### config.mk
export PLATFORM = sky130hd
export DESIGN_NAME = burst_splitter
export DESIGN_NICKNAME = d
export VERILOG_FILES = /design/src/rtl/burst_splitter.sv
export SDC_FILE = /design/constraint.sdc
export NUM_CORES = 1
export LEC_CHECK = 0
export ABC_AREA = 1
export BUFFER_PORTS_ARGS = -buffer_cell sky130_fd_sc_hd__buf_2
export CAP_MARGIN = 20
export CORE_MARGIN = 2
export CORE_UTILIZATION = 58
export DETAILED_ROUTE_END_ITERATION = 12
export GPL_ROUTABILITY_DRIVEN = 0
export PLACE_DENSITY = 0.83
export SLEW_MARGIN = 25
export SYNTH_ARGS = -nofsm -noshare
export SYNTH_HDL_FRONTEND = slang
export SYNTH_SLANG_ARGS = --single-unit
### constraint.sdc
create_clock -name clk -period 1.9 [get_ports clk]
set_input_delay 0.38 -clock clk [delete_from_list [all_inputs] [get_ports clk]]
set_output_delay 0.38 -clock clk [all_outputs]
set_load 0.1 [all_outputs]
### src/rtl/burst_splitter.sv
module burst_splitter #(
  parameter int CNT_W      = 20,
  parameter int MAX_BEATS  = 16,
  parameter int BEAT_BYTES = 8
) (
  input  logic             clk,
  input  logic             rst_n,
  input  logic             start,
  input  logic [CNT_W-1:0] byte_count,
  output logic             busy,
  output logic             desc_valid,
  input  logic             desc_ready,
  output logic [4:0]       desc_beats,
  output logic [2:0]       desc_size,
  output logic             done
);
  localparam int BEAT_SH  = $clog2(BEAT_BYTES);
  localparam int BURST_SH = $clog2(MAX_BEATS * BEAT_BYTES);
  localparam int FULL_W   = CNT_W - BURST_SH;
  localparam int WORD_W   = BURST_SH - BEAT_SH;
  localparam logic [2:0] WIDE_CODE = 3'(BEAT_SH);

  typedef enum logic [2:0] {S_IDLE, S_FULL, S_WORD, S_TAIL, S_FIN} phase_t;

  phase_t              phase;
  logic [FULL_W-1:0]   full_q;
  logic [WORD_W-1:0]   word_q;
  logic [BEAT_SH-1:0]  tail_q;
  logic                fire;

  assign busy       = (phase != S_IDLE);
  assign done       = (phase == S_FIN);
  assign desc_valid = (phase == S_FULL) || (phase == S_WORD) || (phase == S_TAIL);
  assign fire       = desc_valid && desc_ready;

  always_comb begin
    desc_beats = '0;
    desc_size  = '0;
    case (phase)
      S_FULL: begin desc_beats = 5'(MAX_BEATS); desc_size = WIDE_CODE; end
      S_WORD: begin desc_beats = 5'(word_q);    desc_size = WIDE_CODE; end
      S_TAIL: begin desc_beats = 5'(tail_q);    desc_size = 3'd0;      end
      default: ;
    endcase
  end

  function automatic phase_t after_full(input logic [WORD_W-1:0] w, input logic [BEAT_SH-1:0] t);
    if (w != '0)      return S_WORD;
    else if (t != '0) return S_TAIL;
    else              return S_FIN;
  endfunction

  always_ff @(posedge clk) begin
    if (!rst_n) begin
      phase  <= S_IDLE;
      full_q <= '0;
      word_q <= '0;
      tail_q <= '0;
    end else begin
      case (phase)
        S_IDLE: if (start) begin
          full_q <= byte_count[CNT_W-1:BURST_SH];
          word_q <= byte_count[BURST_SH-1:BEAT_SH];
          tail_q <= byte_count[BEAT_SH-1:0];
          if (byte_count[CNT_W-1:BURST_SH] != '0) phase <= S_FULL;
          else phase <= after_full(byte_count[BURST_SH-1:BEAT_SH], byte_count[BEAT_SH-1:0]);
        end
        S_FULL: if (fire) begin
          full_q <= full_q - 1'b1;
          if (full_q == FULL_W'(1)) phase <= after_full(word_q, tail_q);
        end
        S_WORD: if (fire) phase <= (tail_q != '0) ? S_TAIL : S_FIN;
        S_TAIL: if (fire) phase <= S_FIN;
        default: phase <= S_IDLE;
      endcase
    end
  end

  p_idle_quiet_r1: assert property (@(posedge clk) disable iff (!rst_n)
    !busy |-> (!desc_valid && !done));

  p_hold_r6: assert property (@(posedge clk) disable iff (!rst_n)
    (desc_valid && !desc_ready) |=> (desc_valid && $stable(desc_beats) && $stable(desc_size)));

  p_nonempty_r5: assert property (@(posedge clk) disable iff (!rst_n)
    desc_valid |-> (desc_beats != 5'd0 && desc_beats <= 5'(MAX_BEATS)));

  p_byte_last_r4: assert property (@(posedge clk) disable iff (!rst_n)
    (desc_valid && desc_ready && desc_size == 3'd0) |=> done);

  p_done_pulse_r7: assert property (@(posedge clk) disable iff (!rst_n)
    done |=> (!done && !busy));

  p_done_busy_r10: assert property (@(posedge clk) disable iff (!rst_n)
    done |-> (busy && !desc_valid));
endmodule

==> results.sh <==
export IMPL_clock_skew_ns=0.00562
export IMPL_ys_ff_latch=23
export IMPL_p_per_area_mw_per_mm2=1650
export IMPL_diodes=0
export IMPL_ir_worst_vdd_mv=1.38
export IMPL_syn_area_mm2=0.00159
export IMPL_synth_cell_types=31
export IMPL_grt_max_degree=21
export IMPL_cpMaxStageDelayCell="dfxtp_2"
export IMPL_drc=0
export IMPL_hp_class="in2reg"
export IMPL_die_w_um=56.4
export IMPL_setup_worst_path_end_class="primary output"
export IMPL_min_period_over_period=0.974
export IMPL_ant_nets=0
export IMPL_wl_per_cell_um=11.6
export IMPL_yosys_most_used_dff="dfxtp_1"
export IMPL_crit_path_cell_trace="buf_6 -> nor3_4 -> buf_6 -> buf_12"
export IMPL_cts_sinks=23
export IMPL_synthTopCellsByCount="nand2_1, nor2_1, inv_1"
export IMPL_track_usage=0.243
export IMPL_insertion_delay_ns=0.32
export IMPL_antenna_found_initial=0
export IMPL_path_common_cell="buf_6"
export IMPL_ios=35
export IMPL_fin_crit_ns=1.85
export IMPL_post_place_ws_ns=0.181
export IMPL_dr_pass1_iters=4
export IMPL_post_dp_hpwl_mm=2.83
export IMPL_synthTopCellsByArea="dfxtp_1, nand2_1, nor2_1, inv_1, a21oi_1"
export IMPL_maxCapViolCount=0
export IMPL_slowest_delay_ns=0.36
export IMPL_cts_tree="yes"
export IMPL_fin_util=0.785
export IMPL_syn_inst=266
export IMPL_cts_hold_fix_buffers=0
export IMPL_hold_viol=0
export IMPL_initial_core_util=0.625
export IMPL_path_buf_inv=3
export IMPL_wl_mm=3.84
export IMPL_viasPerCell=5.19
export IMPL_timing_final_ws_setup_ns=0.0496
export IMPL_areaGrowthSynthToFinish_pct=25.6
export IMPL_status="completed"
export IMPL_synth_edff_count=0
export IMPL_htreeDepth=1
export IMPL_core_mm2=0.00254
export IMPL_drt_iter0_drc=64
export IMPL_yosysWarnings=0
export IMPL_cts_buffers=3
export IMPL_syn_num_nets=292
export IMPL_portBuffers=33
export IMPL_drive_gt1_frac=0.225
export IMPL_start_kind="register"
export IMPL_critical_path_top_delay_family="buffers and inverters"
export IMPL_yosysMostFrequentCell="nand2_1"
export IMPL_root_buffer="clkbuf_4"
export IMPL_clk_path_buf_depth=2
export IMPL_num_rows=18
export IMPL_path_class="reg2out"
export IMPL_p_leak_nw=0.967
export IMPL_clkSlewWorstSetupHoldPaths_ns=0.13
export IMPL_final_nets=329
export IMPL_die_area_mm2=0.00318
export IMPL_num_vias=1722
export IMPL_crit_required_ns=1.52
export IMPL_syn_avg_cell_area_um2=5.98
export IMPL_drv_slew=0
export IMPL_yosysSeqAreaShare=0.290
export IMPL_grt_pass1_vias=1420
export IMPL_gr_total_overflow=0
export IMPL_hold_ws_ns=0.323
export IMPL_final_setup_viol_count=0
export IMPL_die_height_um=56.4
export IMPL_rrSetupSlack_ns=0.23
export IMPL_synth_area_leader_cell="dfxtp_1"
export IMPL_fmax_mhz=540
export IMPL_arrival_ns=1.47
export IMPL_async_flop_share=0
export IMPL_grt_pass1_wl_mm=6.18
export IMPL_synth_top_area_frac=0.290
export IMPL_path_max_fanout=9
metal layers:
metal	track usage	vias to the layer above	wire length [um]
met4	0.0510	0	45
met5	0	-	0
met1	0.332	751	1850
met2	0.397	51	1710
li1	-	913	-
met3	0.0507	7	228
layout make-up:
| cell class | instances | area (um2) |
|---|---|---|
| clock buffers | 4 | 26.3 |
| inverters | 39 | 149 |
| fillers | 215 | 547 |
| multi-input cells | 195 | 978 |
| well taps | 30 | 37.5 |
| flip-flops and latches | 23 | 469 |
| repair buffers | 41 | 338 |
per-stage QoR:
step | total power [mW] | area [um2] | std cells | setup TNS (ns)
2_1_floorplan | 2.51 | 1630 | 266 | -0.461
3_3_place_gp | 2.90 | 1890 | 324 | 0
3_5_place_dp | 2.93 | 1890 | 324 | 0
4_1_cts | 3.18 | 1940 | 329 | 0
5_1_grt | 3.54 | 2000 | 332 | -0.00325
6_report | 3.29 | 2000 | 332 | 0
worst min-delay path: cells and delay by family:
| family | cells | cell delay (ns) |
|---|---|---|
| buf+inv | 1 | 0.11 |
| compound gates | 1 | 0.08 |
| simple gates | 1 | 0.06 |
kinds of logic after synthesis:
family | synth area share
xor gates and xnor gates | 0.0110
AOI/OAI and AO/OA | 0.179
adders and majority gates | 0.0157
and+or+nand+nor | 0.363
other | 0.00236
DFF | 0.290
buffers and inverters | 0.140
state kept, by name, summed over array words and instances (netlist names):
name,cells
phase,3
word_q,4
tail_q,3
full_q,13
where the power goes:
part           internal (mW)  switching (mW)
Sequential             0.657           0.156
Combinational          0.718            1.52
Clock                 0.0824           0.157
layout by cell type, fill, tap and decap left out, drive strengths merged:
master  count
nand2      69
nor2       47
buf        41
inv        38
o21ai      28
dfxtp      23
a21oi      20
nand3      13
clkbuf      4
o22ai       3
nor3        3
nand4       2
o211ai      2
xor2        2
ha          2
a31oi       1
or2         1
and2        1
clkinv      1
conb        1
final timing paths:
| kind | from | endpoint | cells past startpoint |
|---|---|---|---|
| max | phase[2] | desc_beats[4] | 4 |
| min | byte_count[9] | full_q[2] | 3 |
| max reg2reg | phase[1] | full_q[0] | 8 |
| min reg2reg | full_q[5] | full_q[5] | 2 |
timing repair:
item,CTS,global route
pin swaps,1,2
endpoints found under the hold margin,0,0
buffers inserted,1,3
resized for setup,4,11
endpoints found under the setup margin,6,8
No activity file was read; power rests on OpenSTA's default activity.
